**config.mk**
```make
export PLATFORM = sky130hd
export DESIGN_NAME = iso_rx_tracker
export DESIGN_NICKNAME = d
export VERILOG_FILES = /design/src/rtl/iso_rx_pkg.sv /design/src/rtl/iso_rx_sticky.sv /design/src/rtl/iso_rx_seq.sv /design/src/rtl/iso_rx_tracker.sv
export SDC_FILE = /design/constraint.sdc
export NUM_CORES = 1
export LEC_CHECK = 0
export CAP_MARGIN = 40
export CORE_MARGIN = 2
export CORE_UTILIZATION = 44
export DETAILED_ROUTE_END_ITERATION = 10
export HOLD_SLACK_MARGIN = 0.06
export PLACE_DENSITY = 0.93
export SLEW_MARGIN = 20
export SYNTH_ARGS = -nofsm -noshare
export SYNTH_HDL_FRONTEND = slang
export SYNTH_SLANG_ARGS = --single-unit
```
**constraint.sdc**
```tcl
create_clock -name clk -period 2.1 [get_ports clk]
set_input_delay 0.63 -clock clk [delete_from_list [all_inputs] [get_ports clk]]
set_output_delay 0.63 -clock clk [all_outputs]
set_load 0.05 [all_outputs]
```
**src/rtl/iso_rx_pkg.sv**
```systemverilog
package iso_rx_pkg;
  localparam int MAX_PKTS   = 3;
  localparam int CNT_W      = $clog2(MAX_PKTS + 1);
  localparam int STAT_W     = 8;
  localparam int INCOMP_BIT = 2;
  localparam int DERR_BIT   = 3;
  localparam int PERR_BIT   = 4;
  localparam logic [STAT_W-1:0] FLAG_MASK =
    STAT_W'((1 << INCOMP_BIT) | (1 << DERR_BIT) | (1 << PERR_BIT));

  typedef enum logic [1:0] {
    PID_DATA0 = 2'b00,
    PID_DATA1 = 2'b01,
    PID_DATA2 = 2'b10,
    PID_OTHER = 2'b11
  } pid_e;
endpackage

```
**src/rtl/iso_rx_sticky.sv**
```systemverilog
module iso_rx_sticky #(
  parameter int W = 1
) (
  input  logic         clk,
  input  logic         rst_n,
  input  logic [W-1:0] set_i,
  input  logic [W-1:0] clr_i,
  output logic [W-1:0] q_o
);
  for (genvar b = 0; b < W; b++) begin : g_bit
    logic q_q, q_d, en;

    always_comb begin
      en  = set_i[b] | clr_i[b];
      q_d = set_i[b] | (q_q & ~clr_i[b]);
    end

    always_ff @(posedge clk or negedge rst_n) begin
      if (!rst_n)  q_q <= 1'b0;
      else if (en) q_q <= q_d;
    end

    assign q_o[b] = q_q;
  end
endmodule

```
**src/rtl/iso_rx_seq.sv**
```systemverilog
module iso_rx_seq
  import iso_rx_pkg::*;
(
  input  logic       clk,
  input  logic       rst_n,
  input  logic       sof,
  input  logic       pkt_end,
  input  logic [1:0] pkt_pid,
  output logic       incomp_set,
  output logic       pid_err_set
);
  logic [CNT_W-1:0] cnt_q, cnt_d, exp_q, exp_d;
  logic [CNT_W-1:0] base_cnt, base_exp, want;
  logic             en;
  pid_e             pid;

  localparam logic [CNT_W-1:0] CNT_MAX = CNT_W'(MAX_PKTS);

  always_comb begin
    pid        = pid_e'(pkt_pid);
    en         = sof | pkt_end;
    incomp_set = sof & (cnt_q < exp_q);
    base_cnt   = sof ? '0 : cnt_q;
    base_exp   = sof ? '0 : exp_q;
    want       = base_exp - CNT_W'(1) - base_cnt;
    cnt_d      = base_cnt;
    exp_d      = base_exp;
    pid_err_set = 1'b0;
    if (pkt_end) begin
      if (base_cnt == '0) begin
        unique case (pid)
          PID_DATA2: exp_d = CNT_W'(3);
          PID_DATA1: exp_d = CNT_W'(2);
          PID_DATA0: exp_d = CNT_W'(1);
          default: begin
            exp_d       = '0;
            pid_err_set = 1'b1;
          end
        endcase
      end else if ((base_cnt >= base_exp) || (pkt_pid != 2'(want))) begin
        pid_err_set = 1'b1;
      end
      if (base_cnt != CNT_MAX) cnt_d = base_cnt + CNT_W'(1);
    end
  end

  always_ff @(posedge clk or negedge rst_n) begin
    if (!rst_n) begin
      cnt_q <= '0;
      exp_q <= '0;
    end else if (en) begin
      cnt_q <= cnt_d;
      exp_q <= exp_d;
    end
  end
endmodule

```
**src/rtl/iso_rx_tracker.sv**
```systemverilog
module iso_rx_tracker
  import iso_rx_pkg::*;
(
  input  logic              clk,
  input  logic              rst_n,
  input  logic              sof,
  input  logic              pkt_end,
  input  logic [1:0]        pkt_pid,
  input  logic              pkt_crc_err,
  input  logic              pkt_stuff_err,
  input  logic              fifo_ack,
  input  logic [STAT_W-1:0] clr_w1c,
  input  logic              irq_ack,
  output logic              fifo_commit,
  output logic [STAT_W-1:0] rx_status,
  output logic              irq
);
  logic [1:0]        rst_sync_q;
  logic              rst_int_n;
  logic              incomp_set, pid_err_set;
  logic [STAT_W-1:0] stat_set, stat_clr;
  logic              commit_d, commit_en;

  // Asynchronous assertion, synchronous release
  always_ff @(posedge clk or negedge rst_n) begin
    if (!rst_n) rst_sync_q <= 2'b00;
    else        rst_sync_q <= {rst_sync_q[0], 1'b1};
  end
  assign rst_int_n = rst_sync_q[1];

  iso_rx_seq u_seq (
    .clk        (clk),
    .rst_n      (rst_int_n),
    .sof        (sof),
    .pkt_end    (pkt_end),
    .pkt_pid    (pkt_pid),
    .incomp_set (incomp_set),
    .pid_err_set(pid_err_set)
  );

  always_comb begin
    stat_set             = '0;
    stat_set[INCOMP_BIT] = incomp_set;
    stat_set[DERR_BIT]   = pkt_end & (pkt_crc_err | pkt_stuff_err);
    stat_set[PERR_BIT]   = pid_err_set;
    stat_clr             = clr_w1c & FLAG_MASK;
  end

  iso_rx_sticky #(.W(STAT_W)) u_status (
    .clk  (clk),
    .rst_n(rst_int_n),
    .set_i(stat_set),
    .clr_i(stat_clr),
    .q_o  (rx_status)
  );

  iso_rx_sticky #(.W(1)) u_irq (
    .clk  (clk),
    .rst_n(rst_int_n),
    .set_i(fifo_ack),
    .clr_i(irq_ack),
    .q_o  (irq)
  );

  // Every packet is committed, corrupt or not
  always_comb begin
    commit_d  = pkt_end;
    commit_en = pkt_end | fifo_commit;
  end

  always_ff @(posedge clk or negedge rst_int_n) begin
    if (!rst_int_n)     fifo_commit <= 1'b0;
    else if (commit_en) fifo_commit <= commit_d;
  end
endmodule

```
Yosys cells after proc, flatten, opt, wreduce, memory -nomap -nowiden
Cells that the tools add are included.

operators by class
  add/sub/neg operators = 3
  order comparisons = 2
  equality and inequality tests = 4
  mux-type cells = 11
  bitwise logic cells = 21
  reduce and logical (&&, ||, !) cells = 4

operator list
  kind                 count
  $mux 2               6
  $or 1x1->1           11
  $and 1x1->1          6
  $pmux 2 s3           1
  $logic_not 2->1      2
  $mux 1               4
  $not 1->1            4
  $reduce_or 3->1      1
  $add 2x1->2 const B  1
  $eq 2x1->1 const B   1
  $eq 2x2->1 const B   1
  $ge 2x2->1           1
  $lt 2x2->1           1
  $ne 2x2->1           1
  $ne 2x2->1 const B   1
  $sub 2x1->2 const B  1
  $sub 2x2->2          1
  $logic_or 1x1->1     1

word-level totals
  register bits = 11
  bits of input ports = 18
  output and inout bits = 10
  word-level logic and storage cells = 53

Longest topological paths before layout
  depth in word-level cells = 9
  gate-level depth with buffers = 7
  gate-level depth less buffers = 6

Cells and area by module
Synthesis repeated with hierarchy kept, for this count alone.

unflattened totals
  cells, all modules = 83
  area total of the unflattened synthesis = 852.1 µm²

modules (own cells, without submodules)
  module                    instances  cells an instance  area each (µm²)  sequential area each (µm²)
  iso_rx_seq                1          41                 371.6            100.1
  iso_rx_sticky (u_status)  1          32                 350.3            200.2
  iso_rx_tracker            1          7                  93.8             75.1
  iso_rx_sticky (u_irq)     1          3                  36.3             25.0

Worst setup path before layout
Ideal clock, no wire load.

  kind = input to register
  start point = input sof
  end point = register u_status.g_bit[4].q_q
  setup time = 0.126 ns
  arrival = 1.884 ns
  required time = 1.974 ns
  setup slack = 0.090 ns
  stages on the path = 7
  cells stage by stage = buf_6 > nand2b_1 > ha_1 > xnor2_1 > or4_1 > nand4_1 > nand3_1

between the ends
  longest elaborated chain between the ends = 9

RTL lines
  item                                  line                                      text
  from (decl)                           iso_rx_tracker.sv:6                       input logic sof,
  $mux 2                                iso_rx_seq.sv:24                          base_exp = sof ? '0 : exp_q;
  $sub 2x1->2                           iso_rx_seq.sv:25                          want = base_exp - CNT_W'(1) - base_cnt;
  $sub 2x2->2                           iso_rx_seq.sv:25
  $ne 2x2->1                            iso_rx_seq.sv:40                          end else if ((base_cnt >= base_exp) || (pkt_pid != 2'(want))) begin
  $logic_or 1x1->1                      iso_rx_seq.sv:40
  $mux 1                                iso_rx_seq.sv:40
  $mux 1 (*)                            iso_rx_seq.sv:30                          if (base_cnt == '0) begin
  $mux 1 (*)                            iso_rx_seq.sv:29                          if (pkt_end) begin
  $or 1x1->1, on equally long branches  iso_rx_sticky.sv:15, iso_rx_sticky.sv:14
  to (signal assigned)                  iso_rx_sticky.sv:20                       else if (en) q_q <= q_d;
  to (decl)                             iso_rx_sticky.sv:11                       logic q_q, q_d, en;

Mark *: on every way between the ends. The rest lies on a longest branch, timed or not.
A chain may end at the register's enable or synchronous reset.

Final worst setup path
  start point = register u_status.g_bit[2].q_q
  end point = output rx_status[2]

RTL lines
  item                    line                  text
  from (decl)             iso_rx_sticky.sv:11
  from (signal assigned)  iso_rx_sticky.sv:20
  to (decl)               iso_rx_tracker.sv:15  output logic [STAT_W-1:0] rx_status,

No word-level cell between the ends.

==> results_dict.tcl <==
set metrics [dict create \
    die_h_microns 43.48 \
    cts.sinks 11 \
    boundaryPins 28 \
    finalSetupViolCount 0 \
    vias_per_cell 5.150 \
    post-place-ws_ps -475.6 \
    cp-end-kind "output pin" \
    ys.flop_type "dfrtp_1" \
    drv_slew 0 \
    cap_violations 0 \
    track_usage 0.1769 \
    crit_buf_inv 1 \
    syn_to_final_growth_pct 29.38 \
    gp_congestion 0.7448 \
    ys_ff_latch 11 \
    grt.overflow.total 0 \
    worstPathRequired_ps 1470 \
    placedCellCount 103 \
    grt_setup_unrepaired "no" \
    syn_area_sq_um 685.7 \
    dieArea_sq_um 1890 \
    die_w_microns 43.48 \
    max_stage_delay_ps 800 \
    power.density_nw_per_um2 687.4 \
    syn_avg_cell_area_sq_um 9.795 \
    drc 0 \
    start_util 0.4605 \
    r2r_slack_ps 220 \
    outcome "complete, no violations" \
    cts_root_buf "clkbuf_4" \
    hpwl_microns 1131 \
    numCtsBuffers 3 \
    reg2regPathDepth 6 \
    fin_nets 115 \
    ys_types 29 \
    final_cell_mix "14 x clkdlybuf4s50_1, 11 x dfrtp_1, 9 x buf_4" \
    worst-path-max-fanout 2 \
    fillCellCount 109 \
    max-vdd-ir-drop_uv 357.9 \
    antenna_found_initial 0 \
    yosysWarnings 0 \
    min_period_ps 2049 \
    final_common_cell "clkdlybuf4s50_1" \
    insertedDiodeCount 0 \
    crit_type "reg -> out" \
    drive_above_1_share 0.1978 \
    drtIter0Drc 17 \
    hold_buffers 0 \
    yosysSeqAreaShare 0.4015 \
    drt-total-wl_microns 1443 \
    period_share 0.9756 \
    core_area_sq_um 1489 \
    p_leak_uw 0.0004118 \
    syn_inst 70 \
    setup_slack_ps 51.22 \
    reg2reg_from "u_seq.cnt_q[1]$_DFFE_PN0P_" \
    cts_tree "done" \
    crit_chain "clkdlybuf4s50_1" \
    clock_latency_ps 280 \
    slowest_stage "clkdlybuf4s50_1" \
    grt_pass1_vias 547 \
    rows 14 \
    power_uw 609.8 \
    synth_edf_count 0 \
    clkSlewWorstSetupHoldPaths_ps 70 \
    io_buffers 17 \
    clock.fmax_mhz 488.1 \
    drtAntennaViolNets 0 \
    htreeDepth 1 \
    hold_path_class "reg -> async" \
    rr_endpoint "u_status.g_bit[4].q_q$_DFFE_PN0P_" \
    firstDrtPassIters 4 \
    hold_viol_final 0 \
    crit_family "buffers and inverters" \
    skew_ps 5.861 \
    cp-start-kind "flop" \
    via_count 551 \
    cp_data_arrival_time_ps 1420 \
    wire_per_inst_microns 13.49 \
    layoutNonFillerInstCount 107 \
    grt_max_degree 10 \
    grt_pass1_wl_microns 2297 \
    clockBufferDepth 2 \
    synth-async-reset-ratio 1.000 \
]
==> synth_stat cells, types with 2 or more instances <==
cell      count  area share
inv_1         7       0.038
nand3_1       2       0.015
nand2b_1      3       0.027
nor2_1        2       0.011
conb_1        2       0.011
xnor2_1       2       0.026
o21ai_1       4       0.029
dfrtp_1      11        0.40
buf_6         2       0.033
buf_4         8       0.088
ha_1          5       0.091
o211ai_1      3       0.033
nor2b_1       2       0.018
a21oi_1       2       0.015
==> sequential cells by signal, summed over array words and instances, names as in the netlist <==
| register | cells |
|---|---|
| u_status.g_bit.q_q | 3 |
| u_irq.q_o | 1 |
| rst_sync_q | 2 |
| u_seq.exp_q | 2 |
| u_seq.cnt_q | 2 |
| fifo_commit | 1 |
==> report_power, final <==
part / total (uW) / switching, uW / internal (uW)
clock: 148 / 74.1 / 73.7
sequential: 257 / 23.3 / 233
combinational: 205 / 118 / 87.7
==> metrics by stage <==
step	cell area, sq um	hold WS [ps]	setup TNS, ps	utilization
2_1_floorplan	700.7	107.8	0	-
3_3_place_gp	852.1	151.1	-382.0	0.5723
3_5_place_dp	852.1	157.6	-475.6	0.5723
4_1_cts	884.6	162.3	0	0.5941
5_1_grt	887.1	179.5	0	0.5958
6_report	887.1	147.0	0	0.5958
==> worst max-delay path by stage <==
stage | from | endpoint | slack (ps) | cells past startpoint
after floorplan | sof | u_status.g_bit[4].q_q$_DFFE_PN0P_ | 90 | 7
after global placement | sof | u_status.g_bit[4].q_q$_DFFE_PN0P_ | -380 | 7
after detailed placement | sof | u_status.g_bit[4].q_q$_DFFE_PN0P_ | -480 | 7
after CTS | u_status.g_bit[2].q_q$_DFFE_PN0P_ | rx_status[2] | 40 | 1
after global routing | sof | u_status.g_bit[4].q_q$_DFFE_PN0P_ | 2 | 7
final | u_status.g_bit[2].q_q$_DFFE_PN0P_ | rx_status[2] | 50 | 1
==> metal layers <==
layer / vias up / routed length, microns / track usage
li1: 262 / - / -
met1: 263 / 529 / 0.1640
met2: 20 / 765 / 0.3104
met3: 6 / 71 / 0.04167
met4: 0 / 76 / 0.1697
met5: - / 0 / 0
==> repair_timing <==
| item | in CTS | in global routing |
|---|---|---|
| resized for setup | 2 | 1 |
| buffers inserted | 0 | 0 |
| pin swaps | 0 | 0 |
| setup endpoints to repair | 1 | 1 |
==> cells by family after synthesis <==
kind of cell | share of synthesized area
compound gates | 0.1624
xor+xnor | 0.02555
fa+ha+maj | 0.09124
buf+inv | 0.1697
flops | 0.4015
other cells | 0.01095
simple gates | 0.1387
==> layout make-up <==
type                    instances  area, sq um  area share
well taps                      16        20.02     0.02257
flip-flops and latches         11        275.3      0.3103
inverters                       8        30.03     0.03385
multi-input cells              44        319.1      0.3597
repair buffers                 24        216.5      0.2440
clock buffers                   4        26.28     0.02962
Note: power is estimated with default switching activity, not from simulation.
